$ cat src/rtl/rtc_pkg.sv
package rtc_pkg;
    localparam int ADDR_W = 3;
    localparam int DATA_W = 8;

    typedef struct packed {
        logic       stop;
        logic [6:0] sec;
        logic [6:0] min;
        logic       ceb;
        logic       cb;
        logic [5:0] hr;
        logic [2:0] dow;
        logic [5:0] date;
        logic [4:0] mon;
        logic [7:0] yr;
    } rtc_time_t;

    localparam rtc_time_t RESET_TIME = '{stop: 1'b0, sec: 7'h00, min: 7'h00,
        ceb: 1'b0, cb: 1'b0, hr: 6'h00, dow: 3'd1, date: 6'h01, mon: 5'h01, yr: 8'h00};

    function automatic logic [7:0] bcd_inc8(input logic [7:0] v);
        logic [7:0] r;
        if (v[3:0] >= 4'd9) r = {v[7:4] + 4'd1, 4'd0};
        else                r = {v[7:4], v[3:0] + 4'd1};
        return r;
    endfunction

    // 10 mod 4 == 2, so value mod 4 == (2*tens_lsb + ones) mod 4
    function automatic logic is_leap(input logic [7:0] yr);
        logic [4:0] s;
        s = {3'b000, yr[4], 1'b0} + {1'b0, yr[3:0]};
        return (s[1:0] == 2'b00);
    endfunction

    function automatic logic [5:0] month_last(input logic [4:0] mon, input logic [7:0] yr);
        logic [5:0] r;
        case (mon)
            5'h02:                      r = is_leap(yr) ? 6'h29 : 6'h28;
            5'h04, 5'h06, 5'h09, 5'h11: r = 6'h30;
            default:                    r = 6'h31;
        endcase
        return r;
    endfunction
endpackage

$ cat src/rtl/rtc_step.sv
module rtc_step
    import rtc_pkg::*;
(
    input  rtc_time_t cur,
    output rtc_time_t nxt
);
    logic [7:0] s8, m8, h8, d8, mo8, y8;

    always_comb begin
        s8  = bcd_inc8({1'b0, cur.sec});
        m8  = bcd_inc8({1'b0, cur.min});
        h8  = bcd_inc8({2'b00, cur.hr});
        d8  = bcd_inc8({2'b00, cur.date});
        mo8 = bcd_inc8({3'b000, cur.mon});
        y8  = bcd_inc8(cur.yr);
        nxt = cur;
        if (cur.sec != 7'h59) begin
            nxt.sec = s8[6:0];
        end else begin
            nxt.sec = 7'h00;
            if (cur.min != 7'h59) begin
                nxt.min = m8[6:0];
            end else begin
                nxt.min = 7'h00;
                if (cur.hr != 6'h23) begin
                    nxt.hr = h8[5:0];
                end else begin
                    nxt.hr  = 6'h00;
                    nxt.dow = (cur.dow >= 3'd7) ? 3'd1 : cur.dow + 3'd1;
                    if (cur.date != month_last(cur.mon, cur.yr)) begin
                        nxt.date = d8[5:0];
                    end else begin
                        nxt.date = 6'h01;
                        if (cur.mon != 5'h12) begin
                            nxt.mon = mo8[4:0];
                        end else begin
                            nxt.mon = 5'h01;
                            if (cur.yr != 8'h99) begin
                                nxt.yr = y8;
                            end else begin
                                nxt.yr = 8'h00;
                                nxt.cb = cur.cb ^ cur.ceb;
                            end
                        end
                    end
                end
            end
        end
    end
endmodule

$ cat src/rtl/rtc_tick_defer.sv
module rtc_tick_defer #(
    parameter int PEND_W = 9
) (
    input  logic              clk,
    input  logic              rst,
    input  logic              tick_ok,
    input  logic              hold,
    input  logic              flush,
    output logic              step,
    output logic [PEND_W-1:0] pend
);
    localparam logic [PEND_W-1:0] PEND_MAX  = '1;
    localparam logic [PEND_W-1:0] PEND_ONE  = {{(PEND_W-1){1'b0}}, 1'b1};
    localparam logic [PEND_W-1:0] PEND_ZERO = '0;

    logic [PEND_W-1:0] pend_q;

    assign step = !hold && !flush && (tick_ok || pend_q != PEND_ZERO);
    assign pend = pend_q;

    always_ff @(posedge clk) begin
        if (rst || flush) begin
            pend_q <= PEND_ZERO;
        end else if (hold) begin
            if (tick_ok && pend_q != PEND_MAX) pend_q <= pend_q + PEND_ONE;
        end else if (!tick_ok && pend_q != PEND_ZERO) begin
            pend_q <= pend_q - PEND_ONE;
        end
    end
endmodule

$ cat src/rtl/rtc_bcd_core.sv
module rtc_bcd_core
    import rtc_pkg::*;
#(
    parameter int PEND_W = 9
) (
    input  logic              clk,
    input  logic              rst,
    input  logic              tick_1hz,
    input  logic              rd_busy,
    input  logic              wr_en,
    input  logic [ADDR_W-1:0] addr,
    input  logic [DATA_W-1:0] wr_data,
    output logic [DATA_W-1:0] rd_data,
    output logic              osc_halt
);
    rtc_time_t         tm_q, tm_nx;
    logic              adv;
    logic [PEND_W-1:0] pend_q;

    rtc_step u_step (.cur(tm_q), .nxt(tm_nx));

    rtc_tick_defer #(.PEND_W(PEND_W)) u_defer (
        .clk(clk), .rst(rst), .tick_ok(tick_1hz && !tm_q.stop),
        .hold(rd_busy), .flush(wr_en), .step(adv), .pend(pend_q)
    );

    always_ff @(posedge clk) begin
        if (rst) begin
            tm_q <= RESET_TIME;
        end else if (wr_en) begin
            case (addr)
                3'd0: begin tm_q.stop <= wr_data[7]; tm_q.sec <= wr_data[6:0]; end
                3'd1: tm_q.min  <= wr_data[6:0];
                3'd2: begin
                    tm_q.ceb <= wr_data[7];
                    tm_q.cb  <= wr_data[6];
                    tm_q.hr  <= wr_data[5:0];
                end
                3'd3: tm_q.dow  <= wr_data[2:0];
                3'd4: tm_q.date <= wr_data[5:0];
                3'd5: tm_q.mon  <= wr_data[4:0];
                3'd6: tm_q.yr   <= wr_data;
                default: ;
            endcase
        end else if (adv) begin
            tm_q <= tm_nx;
        end
    end

    always_comb begin
        case (addr)
            3'd0:    rd_data = {tm_q.stop, tm_q.sec};
            3'd1:    rd_data = {1'b0, tm_q.min};
            3'd2:    rd_data = {tm_q.ceb, tm_q.cb, tm_q.hr};
            3'd3:    rd_data = {5'b00000, tm_q.dow};
            3'd4:    rd_data = {2'b00, tm_q.date};
            3'd5:    rd_data = {3'b000, tm_q.mon};
            3'd6:    rd_data = tm_q.yr;
            default: rd_data = 8'h00;
        endcase
    end

    assign osc_halt = tm_q.stop;
endmodule

$ cat config.mk
export PLATFORM = sky130hd
export DESIGN_NAME = rtc_bcd_core
export DESIGN_NICKNAME = d
export VERILOG_FILES = /design/src/rtl/rtc_pkg.sv /design/src/rtl/rtc_step.sv /design/src/rtl/rtc_tick_defer.sv /design/src/rtl/rtc_bcd_core.sv
export SDC_FILE = /design/constraint.sdc
export NUM_CORES = 1
export LEC_CHECK = 0
export ABC_AREA = 1
export ABC_CLOCK_PERIOD_IN_PS = 1900
export CORE_UTILIZATION = 35
export CTS_CLUSTER_SIZE = 30
export DETAILED_ROUTE_END_ITERATION = 16
export SETUP_SLACK_MARGIN = 0.05
export SLEW_MARGIN = 40
export SYNTH_ARGS = -nofsm -noshare
export SYNTH_HDL_FRONTEND = slang
export SYNTH_SLANG_ARGS = --single-unit
$ cat constraint.sdc
create_clock -name clk -period 1.9 [get_ports clk]
set_input_delay 0.475 -clock clk [delete_from_list [all_inputs] [get_ports clk]]
set_output_delay 0.475 -clock clk [all_outputs]
set_load 0.01 [all_outputs]
==> flow_summary.yaml, run 1 <==
outcome:
  status: "finished with violations"
  violated_checks: "negative setup slack"
die:
  placement_rows: 39
  die_area_um2: 12300
  die_x_um: 111
  start_util_pct: 36.1
  die_height_um: 111
  core-area_um2: 11500
  design.portCount: 25
min_path:
  hold_path_end: "tm_q[28]$_SDFFE_PP0P_"
  timing.hold.worst_path_depth: 2
  min-delay-start: "tm_q[28]$_SDFFE_PP0P_"
  hold_path.class: "reg -> reg"
global_routing:
  first_pass_grt_wire_length_um: 22900
  antenna_violations_before_repair: 0
  grt_start_max_net_pins: 36
  total_congestion_overflow_after_global_routing: 0
  via_count_of_the_first_global_routing_pass: 4650
  grt_util_all_layers_pct: 23.6
cells_and_area:
  area_growth_pct: 51.0
  num-nets-final: 808
  number_of_fillers_in_the_final_layout: 1064
  final_area_um2: 6250
  layout-drive-gt1-share_pct: 36.1
  layout_commonest_cell: "sky130_fd_sc_hd__buf_4"
  most-common-layout-cells: "sky130_fd_sc_hd__buf_4 (111), sky130_fd_sc_hd__nand2_1 (100), sky130_fd_sc_hd__inv_1 (60)"
  final_cells: 900
  final_core_utilization_pct: 54.5
  antenna-diode-count: 0
route:
  num_vias: 4800
  drt.antenna.violating_nets: 0
  via_per_inst: 5.33
  drt_iter0_drc: 313
  dr.pass1.iters: 5
  wl_per_cell_um: 16.2
  finalWirelength_um: 14600
  drc_errors: 0
clock_tree:
  tritoncts: "built"
  cts_buffers: 5
  clk_transition_reported_paths_ns: 0.07
  worst_skew_pair.late_latency_ns: 0.31
  holdBufCountCts: 0
  clockBufferDepth: 2
  h-tree-depth: 2
  cts_num_sinks: 54
  clock_tree.root_cell: "sky130_fd_sc_hd__clkbuf_16"
sta:
  report.final.setup_viol: 6
  maxSlewViolCount: 0
  fin_worst_skew_ns: 0.00577
  clock.fmax_ghz: 0.493
  grt_setup_unrepaired: "yes"
  fin_crit_ns: 2.03
  max_slew.worst_pin.slew_ns: 0.422
  hold_viol: 0
  timing.max_slew.rel_slack_pct: 71.6
  final.setup.worst_slack_ns: -0.128
  hold_slack_ns: 0.486
  finalCritPeriodShare_pct: 107
yosys:
  synth-edff-count: 0
  yosys-top-cells-area: "sky130_fd_sc_hd__dfxtp_1 (26%), sky130_fd_sc_hd__ha_1 (11%), sky130_fd_sc_hd__nand2_1 (10%)"
  syn_area_per_cell_um2: 6.77
  yosysTopAreaCell: "sky130_fd_sc_hd__dfxtp_1"
  async_flop_share_pct: 0
  synth.ff_latch_count: 54
  synth_nets: 663
  dominantRegCellSynth: "sky130_fd_sc_hd__dfxtp_1"
  synth_top_area_share_pct: 26.1
  synth_cells: 611
  ys_warn_count: 0
  mappedNetlistArea_um2: 4140
  share_of_the_yosys_chip_area_belonging_to_registers_pct: 26.1
  synth_cell_types: 43
place:
  detailed_place.area_um2: 5320
  place_inst: 874
  hpwlAfterDp_um: 10800
  io_buffers: 24
  routabilityCongestion: 0.897
worst_setup_path:
  worst_setup_path_start_kind: "input port"
  crit_type: "in -> out"
  critPathMaxFanout: 4
  critical_path_arrival_ns: 1.55
  cp_slowest_cell: "sky130_fd_sc_hd__nor3_4"
  critPathCaptureType: "primary output"
  cp.buffers_inverters: 5
  timing.rr.end: "tm_q[18]$_SDFFE_PP0P_"
  path_common_cell: "sky130_fd_sc_hd__buf_8"
  worst_r2r_startpoint: "tm_q[9]$_SDFFE_PP0P_"
  data_required_critical_path_ns: 1.42
  worst_path_largest_cell_delay_ns: 0.19
  chain_of_cells_forming_the_critical_path: "buf_8, buf_8, nor3_4, inv_2, o22ai_2, a21oi_1, o21ai_1, buf_4, buf_6"
  rr_worst_depth: 13
  timing.reg2reg.setup_slack_ns: 0.05
  critPathTopFamily: "buffers and inverters"
power:
  power.static_leakage_uw: 0.00277
  ir_drop_mv: 0.450
  power_per_cell_area_nw_per_um2: 517
  overall_power_after_layout_uw: 3230
flow_run:
  maxCapViolCount: 0
[registers in the layout (all words and copies together) (netlist names)]
| signal | flops |
|---|---|
| tm_q | 44 |
| u_defer.pend | 9 |
| osc_halt | 1 |
[cells by family (layout without fill, tap and decap cells)]
| kind of cell | Yosys count | count (layout) | share of synthesized area (%) |
|---|---|---|---|
| buf+inv | 94 | 239 | 9.29 |
| xor+xnor | 21 | 21 | 4.45 |
| simple gates | 247 | 248 | 27.2 |
| compound gates | 159 | 159 | 21.8 |
| fa+ha+maj | 36 | 36 | 11.1 |
| flops | 54 | 54 | 26.1 |
[repair_timing]
| action | 4_1_cts | 5_1_grt |
|---|---|---|
| endpoints found under the setup margin | 59 | 48 |
| gates resized for setup | 116 | 101 |
| gates cloned | 1 | 0 |
| setup buffers | 7 | 12 |
| pin swaps | 15 | 37 |
[power breakdown]
group          leakage, uW  internal, uW  switching [uW]
clock            0.0000842           626             470
sequential        0.000444          1180            56.1
combinational      0.00224           409             487
[Yosys cell counts (4+ instances only)]
library cell and count:
sky130_fd_sc_hd__inv_1 71, sky130_fd_sc_hd__a31oi_1 9, sky130_fd_sc_hd__xnor2_1 10, sky130_fd_sc_hd__o21ai_1 7, sky130_fd_sc_hd__dfxtp_1 54, sky130_fd_sc_hd__nand3_1 46
sky130_fd_sc_hd__o21ai_0 54, sky130_fd_sc_hd__nand3_2 5, sky130_fd_sc_hd__nand2_2 6, sky130_fd_sc_hd__inv_2 10, sky130_fd_sc_hd__xor2_1 11, sky130_fd_sc_hd__o22ai_1 9
sky130_fd_sc_hd__nand2_1 114, sky130_fd_sc_hd__clkbuf_1 5, sky130_fd_sc_hd__buf_2 4, sky130_fd_sc_hd__nor2_1 52, sky130_fd_sc_hd__nor3_1 5, sky130_fd_sc_hd__ha_1 35
sky130_fd_sc_hd__nand4_1 7, sky130_fd_sc_hd__o31ai_1 6, sky130_fd_sc_hd__a21oi_1 52
[layer usage]
layer  vias up  GRT usage, %  part of all wire [%]
li1       2361             -                     -
met1      2235          31.6                    44
met2       175          37.6                    46
met3        29          5.14                   7.8
met4         0          7.64                   2.6
met5         -             0                     0
[how the worst max path moves through the flow]
stage / end / cells after the start / slack (ns) / start
global route: rd_data[6] / 9 / -0.16 / addr[0]
CTS: rd_data[6] / 9 / -0.09 / addr[0]
floorplan: u_defer.pend[5]$_SDFFE_PP0P_ / 8 / 0.08 / rd_busy
finish: rd_data[6] / 9 / -0.13 / addr[0]
global placement: rd_data[7] / 6 / -1.04 / addr[2]
detailed placement: rd_data[7] / 6 / -1.07 / addr[2]
[layout make-up]
class                      instances  area [um^2]  area share (%)
multi-input combinational        464         3210            51.3
timing repair buffer             150         1270            20.3
sequential                        54         1100            17.7
inverter                          81          322            5.15
tap                              143          179            2.86
clock buffer                       5          125            2.00
clock inverter                     3         43.8           0.701
[worst reg2reg max path: stages (launching register included)]
cell                      delay [ns]
sky130_fd_sc_hd__dfxtp_1        0.34
sky130_fd_sc_hd__buf_4          0.16
sky130_fd_sc_hd__ha_4           0.17
sky130_fd_sc_hd__nand3_4        0.10
sky130_fd_sc_hd__o21ai_2        0.07
sky130_fd_sc_hd__inv_1          0.08
sky130_fd_sc_hd__nor2_4         0.13
sky130_fd_sc_hd__nand3_4        0.14
sky130_fd_sc_hd__buf_6          0.15
sky130_fd_sc_hd__nand3_4        0.07
sky130_fd_sc_hd__nand2_4        0.07
sky130_fd_sc_hd__nand2_2        0.05
sky130_fd_sc_hd__nand2_1        0.07
sky130_fd_sc_hd__nor2_1         0.17
[metrics by stage]
stage	TNS, ns	worst slack [ns]
finish	-0.455	-0.128
global placement	-27.44	-1.04
global route	-0.748	-0.164
floorplan	0	0.0786
detailed placement	-30.45	-1.07
CTS	-0.261	-0.0915
Note: power is estimated with default switching activity, not from simulation.
==> inputs of run 2 (changes only) <==
--- a/config.mk
+++ b/config.mk
@@ -10,6 +10,7 @@
 export CORE_UTILIZATION = 35
 export CTS_CLUSTER_SIZE = 30
 export DETAILED_ROUTE_END_ITERATION = 16
+export PLACE_DENSITY_LB_ADDON = 0.2
 export SETUP_SLACK_MARGIN = 0.05
 export SLEW_MARGIN = 40
 export SYNTH_ARGS = -nofsm -noshare
==> flow_summary.yaml, run 2 (synthesized netlist as in run 1, its figures left out) <==
cells_and_area:
  final_area_um2: 6230
  final_cells: 894
  area_growth_pct: 50.6
  layout_commonest_cell: "sky130_fd_sc_hd__buf_4"
  number_of_fillers_in_the_final_layout: 1048
  top_register: "tm_q"
  antenna-diode-count: 0
  num-nets-final: 802
  largest_register_ff_count: 44
  final_core_utilization_pct: 54.3
  most-common-layout-cells: "sky130_fd_sc_hd__buf_4 (102), sky130_fd_sc_hd__nand2_1 (98), sky130_fd_sc_hd__inv_1 (59)"
  layout-drive-gt1-share_pct: 36.0
route:
  via_per_inst: 5.34
  wl_per_cell_um: 16.4
  num_vias: 4775
  dr.pass1.iters: 5
  drc_errors: 0
  drt.antenna.violating_nets: 0
  drt_iter0_drc: 377
  finalWirelength_um: 14700
sta:
  maxSlewViolCount: 0
  report.final.setup_viol: 7
  final.setup.worst_slack_ns: -0.0933
  max_slew.worst_pin.slew_ns: 0.429
  timing.max_slew.rel_slack_pct: 71.2
  clock.fmax_ghz: 0.502
  finalCritPeriodShare_pct: 105
  fin_worst_skew_ns: 0.00426
  hold_viol: 0
  finalSetupTns_ns: -0.405
  hold_slack_ns: 0.513
  fin_crit_ns: 1.99
  grt_setup_unrepaired: "yes"
flow_run:
  maxCapViolCount: 0
place:
  routabilityCongestion: 0.944
  io_buffers: 24
  hpwlAfterDp_um: 10700
  place_inst: 868
  detailed_place.area_um2: 5260
global_routing:
  grt_busiest_layer: "met2"
  total_congestion_overflow_after_global_routing: 0
  grt_start_max_net_pins: 24
  groute.layer.met2.usage_pct: 38.1
  grt_use_met3_pct: 3.72
  grt_util_all_layers_pct: 23.4
  antenna_violations_before_repair: 0
  first_pass_grt_wire_length_um: 22700
  groute.layer.met1.usage_pct: 30.9
  via_count_of_the_first_global_routing_pass: 4422
worst_setup_path:
  timing.reg2reg.setup_slack_ns: 0.09
  critPathCaptureType: "primary output"
  timing.critical_path.to: "rd_data[0]"
  timing.rr.end: "tm_q[5]$_SDFFE_PP0P_"
  cp_slowest_cell: "sky130_fd_sc_hd__nor3_4"
  worst_setup_path_start_kind: "input port"
  worst_path_largest_cell_delay_ns: 0.20
  critical_path_arrival_ns: 1.52
  rr_worst_depth: 14
  worstSetupStartpoint: "addr[0]"
  data_required_critical_path_ns: 1.42
  worst_r2r_startpoint: "tm_q[9]$_SDFFE_PP0P_"
  chain_of_cells_forming_the_critical_path: "buf_8, buf_6, nor3_4, inv_2, o22ai_2, a211oi_2, o211ai_1, buf_2"
  crit_type: "in -> out"
  critPathMaxFanout: 4
clock_tree:
  tritoncts: "built"
  h-tree-depth: 2
  worst_skew_pair.late_latency_ns: 0.31
  clockBufferDepth: 2
  cts_num_sinks: 54
  clock_tree.root_cell: "sky130_fd_sc_hd__clkbuf_16"
  holdBufCountCts: 0
  cts_buffers: 5
  clk_transition_reported_paths_ns: 0.07
die:
  placement_rows: 39
  die_x_um: 111
  start_util_pct: 36.1
  die_height_um: 111
  core-area_um2: 11500
  design.portCount: 25
  die_area_um2: 12300
outcome:
  violated_checks: "negative setup slack"
  status: "finished with violations"
power:
  power_per_cell_area_nw_per_um2: 512
  power.static_leakage_uw: 0.00270
  ir_drop_mv: 0.309
min_path:
  hold_path.class: "reg -> reg"
==> run 2: how the worst min path moves through the flow <==
stage               cells after the start  slack, ns                   from               endpoint
global route                            2       0.53  tm_q[28]$_SDFFE_PP0P_  tm_q[28]$_SDFFE_PP0P_
finish                                  2       0.51  tm_q[26]$_SDFFE_PP0P_  tm_q[26]$_SDFFE_PP0P_
global placement                        2       0.46  tm_q[28]$_SDFFE_PP0P_  tm_q[28]$_SDFFE_PP0P_
floorplan                               2       0.45  tm_q[28]$_SDFFE_PP0P_  tm_q[28]$_SDFFE_PP0P_
detailed placement                      2       0.49  tm_q[36]$_SDFFE_PP0P_  tm_q[36]$_SDFFE_PP0P_
CTS                                     2       0.50  tm_q[36]$_SDFFE_PP0P_  tm_q[36]$_SDFFE_PP0P_
==> run 2: repair_timing <==
action | CTS | global route
resized for setup | 106 | 111
pin swaps | 13 | 36
setup endpoints to repair | 56 | 48
buffers inserted | 8 | 9
cloned | 3 | 1
==> run 2: layout make-up <==
class                           instances  area, um^2  share of cell area, %
Inverter                               81         317                   5.08
Timing Repair Buffer                  141        1210                   19.4
Clock inverter                          2        37.5                  0.602
Multi-Input combinational cell        467        3260                   52.4
Clock buffer                            6         129                   2.07
Tap cell                              143         179                   2.87
Sequential cell                        54        1090                   17.6
==> run 2: power breakdown <==
part	internal (uW)	leakage, uW	switching [uW]	total, uW
clock network	625	0.0000771	472	1100
logic	381	0.00218	482	863
registers	1180	0.000443	52.9	1230
==> run 2: per-stage QoR <==
stage	total power [uW]	setup slack [ns]
global route	3340	-0.120
CTS	3120	-0.138
finish	3190	-0.0933
detailed placement	1980	-1.13
floorplan	1640	0.0786
global placement	1960	-0.987
==> run 2: per-layer routing <==
| metal | vias up | wire [um] |
|---|---|---|
| li1 | 2344 | - |
| met1 | 2230 | 6380 |
| met2 | 172 | 6950 |
| met3 | 29 | 844 |
| met4 | 0 | 486 |
| met5 | - | 0 |
==> run 2: worst max-delay path: cells and delay by family <==
| kind | cells | cell delay [ns] |
|---|---|---|
| AO/OA/AOI/OAI | 3 | 0.34 |
| AND/OR/NAND/NOR | 1 | 0.20 |
| buffers and inverters | 4 | 0.51 |
==> inputs of run 3 (changes only) <==
--- a/config.mk
+++ b/config.mk
@@ -10,8 +10,10 @@
 export CORE_UTILIZATION = 35
 export CTS_CLUSTER_SIZE = 30
 export DETAILED_ROUTE_END_ITERATION = 16
+export HOLD_SLACK_MARGIN = 0.06
 export PLACE_DENSITY_LB_ADDON = 0.2
 export SETUP_SLACK_MARGIN = 0.05
+export SKIP_LAST_GASP = 1
 export SLEW_MARGIN = 40
 export SYNTH_ARGS = -nofsm -noshare
 export SYNTH_HDL_FRONTEND = slang
==> constraint.sdc (replaced) <==
create_clock -name clk -period 1.9 [get_ports clk]
set_input_delay 0.475 -clock clk [delete_from_list [all_inputs] [get_ports clk]]
set_output_delay 0.475 -clock clk [all_outputs]
set_load 0.05 [all_outputs]
==> flow_summary.yaml, run 3 (synthesized netlist as in run 1, its figures left out) <==
global_routing:
  antenna_violations_before_repair: 0
  grt_use_met3_pct: 3.72
  grt_busiest_layer: "met2"
  groute.layer.met2.usage_pct: 37.0
  first_pass_grt_wire_length_um: 21800
  via_count_of_the_first_global_routing_pass: 4421
  grt_util_all_layers_pct: 22.0
  total_congestion_overflow_after_global_routing: 0
  grt_start_max_net_pins: 36
  groute.layer.met1.usage_pct: 28.5
route:
  drt_iter0_drc: 308
  num_vias: 4595
  finalWirelength_um: 13800
  drc_errors: 0
  drt.antenna.violating_nets: 0
  dr.pass1.iters: 5
  via_per_inst: 5.23
  wl_per_cell_um: 15.7
sta:
  finalSetupTns_ns: -1.13
  hold_slack_ns: 0.493
  final.setup.worst_slack_ns: -0.188
  timing.max_slew.rel_slack_pct: 77.7
  maxSlewViolCount: 0
  report.final.setup_viol: 8
  fin_worst_skew_ns: 0.00542
  grt_setup_unrepaired: "yes"
  max_slew.worst_pin.slew_ns: 0.334
  hold_viol: 0
  fin_crit_ns: 2.09
  finalCritPeriodShare_pct: 110
  clock.fmax_ghz: 0.479
place:
  routabilityCongestion: 0.922
  hpwlAfterDp_um: 10200
  preCtsSetupSlack_ns: -0.808
  io_buffers: 24
  detailed_place.area_um2: 5370
power:
  ir_drop_mv: 0.506
  power.static_leakage_uw: 0.00265
  power_per_cell_area_nw_per_um2: 526
cells_and_area:
  final_core_utilization_pct: 53.5
  top_register: "tm_q"
  layout_commonest_cell: "sky130_fd_sc_hd__nand2_1"
  largest_register_ff_count: 44
  number_of_fillers_in_the_final_layout: 1077
  area_growth_pct: 48.2
  layout-drive-gt1-share_pct: 31.4
  final_area_um2: 6130
  most-common-layout-cells: "sky130_fd_sc_hd__nand2_1 (110), sky130_fd_sc_hd__buf_4 (91), sky130_fd_sc_hd__inv_1 (63)"
  antenna-diode-count: 0
  num-nets-final: 787
die:
  die_area_um2: 12300
  placement_rows: 39
  design.portCount: 25
  die_height_um: 111
  core-area_um2: 11500
  die_x_um: 111
  start_util_pct: 36.1
worst_setup_path:
  timing.critical_path.to: "rd_data[0]"
  crit_type: "in -> out"
  worst_r2r_startpoint: "tm_q[38]$_SDFFE_PP0P_"
  worst_path_largest_cell_delay_ns: 0.23
  timing.reg2reg.setup_slack_ns: 0.12
  cp_slowest_cell: "sky130_fd_sc_hd__clkbuf_16"
  worstSetupStartpoint: "addr[0]"
  data_required_critical_path_ns: 1.42
  timing.rr.end: "tm_q[35]$_SDFFE_PP0P_"
  critPathMaxFanout: 4
  critical_path_arrival_ns: 1.61
  rr_worst_depth: 12
  critPathCaptureType: "primary output"
  worst_setup_path_start_kind: "input port"
  chain_of_cells_forming_the_critical_path: "buf_8, buf_6, nor3_4, inv_2, o22ai_2, a211oi_2, o211ai_1, clkbuf_16"
clock_tree:
  tritoncts: "built"
  worst_skew_pair.late_latency_ns: 0.30
  cts_buffers: 5
  clk_transition_reported_paths_ns: 0.08
  clockBufferDepth: 2
  clock_tree.root_cell: "sky130_fd_sc_hd__clkbuf_16"
  cts_num_sinks: 54
  h-tree-depth: 2
flow_run:
  maxCapViolCount: 0
min_path:
  timing.hold.worst_path_depth: 2
  hold_path.class: "reg -> reg"
outcome:
  violated_checks: "negative setup slack"
  status: "finished with violations"
run 3: cell count changes in the layout (fill, tap and decap cells not counted), sizes merged:
| cell | delta |
|---|---|
| clkinvlp | -1 |
| nand2 | -2 |
| clkinv | +1 |
| clkdlybuf4s50 | -1 |
| nor2 | -1 |
| buf | -12 |
| inv | +1 |
run 3: repair_timing:
action,in CTS,in global routing
pin swaps,8,25
resized for setup,49,81
hold buffers,0,0
endpoints found under the setup margin,56,44
setup buffers,8,7
cloned,0,1
run 3: critical path: cells and delay by family:
family	cells	cell delay, ns
and+or+nand+nor	1	0.18
buffers and inverters	4	0.53
AOI/OAI and AO/OA	3	0.42
run 3: metrics by stage:
| step | cells | power (uW) |
|---|---|---|
| finish | 879 | 3220 |
| global route | 879 | 3360 |
| CTS | 872 | 3170 |
| detailed placement | 856 | 2040 |
| global placement | 856 | 2030 |
| floorplan | 611 | 1690 |
run 3: metal layers:
layer	vias up	part of all wire (%)
li1	2309	-
met1	2159	45
met2	103	47
met3	24	4.8
met4	0	2.7
met5	-	0
run 3: how the worst min path moves through the flow:
stage	startpoint	end	slack (ns)
3_3_place_gp	tm_q[28]$_SDFFE_PP0P_	tm_q[28]$_SDFFE_PP0P_	0.47
2_1_floorplan	tm_q[28]$_SDFFE_PP0P_	tm_q[28]$_SDFFE_PP0P_	0.45
6_report	tm_q[28]$_SDFFE_PP0P_	tm_q[28]$_SDFFE_PP0P_	0.49
4_1_cts	tm_q[28]$_SDFFE_PP0P_	tm_q[28]$_SDFFE_PP0P_	0.49
3_5_place_dp	tm_q[28]$_SDFFE_PP0P_	tm_q[28]$_SDFFE_PP0P_	0.47
5_1_grt	tm_q[28]$_SDFFE_PP0P_	tm_q[28]$_SDFFE_PP0P_	0.51
run 3: cell type report:
| class | count | area [um^2] | area share, % |
|---|---|---|---|
| clock buffer | 5 | 125 | 2.04 |
| clock inverter | 3 | 43.8 | 0.714 |
| inverter | 81 | 309 | 5.04 |
| multi-input combinational | 464 | 3160 | 51.5 |
| sequential | 54 | 1090 | 17.8 |
| tap | 143 | 179 | 2.92 |
| timing repair buffer | 129 | 1220 | 19.9 |
run 3: power by group:
part           switching [uW]  internal (uW)
clock network             458            626
registers                57.0           1180
logic                     489            411
total                    1000           2220
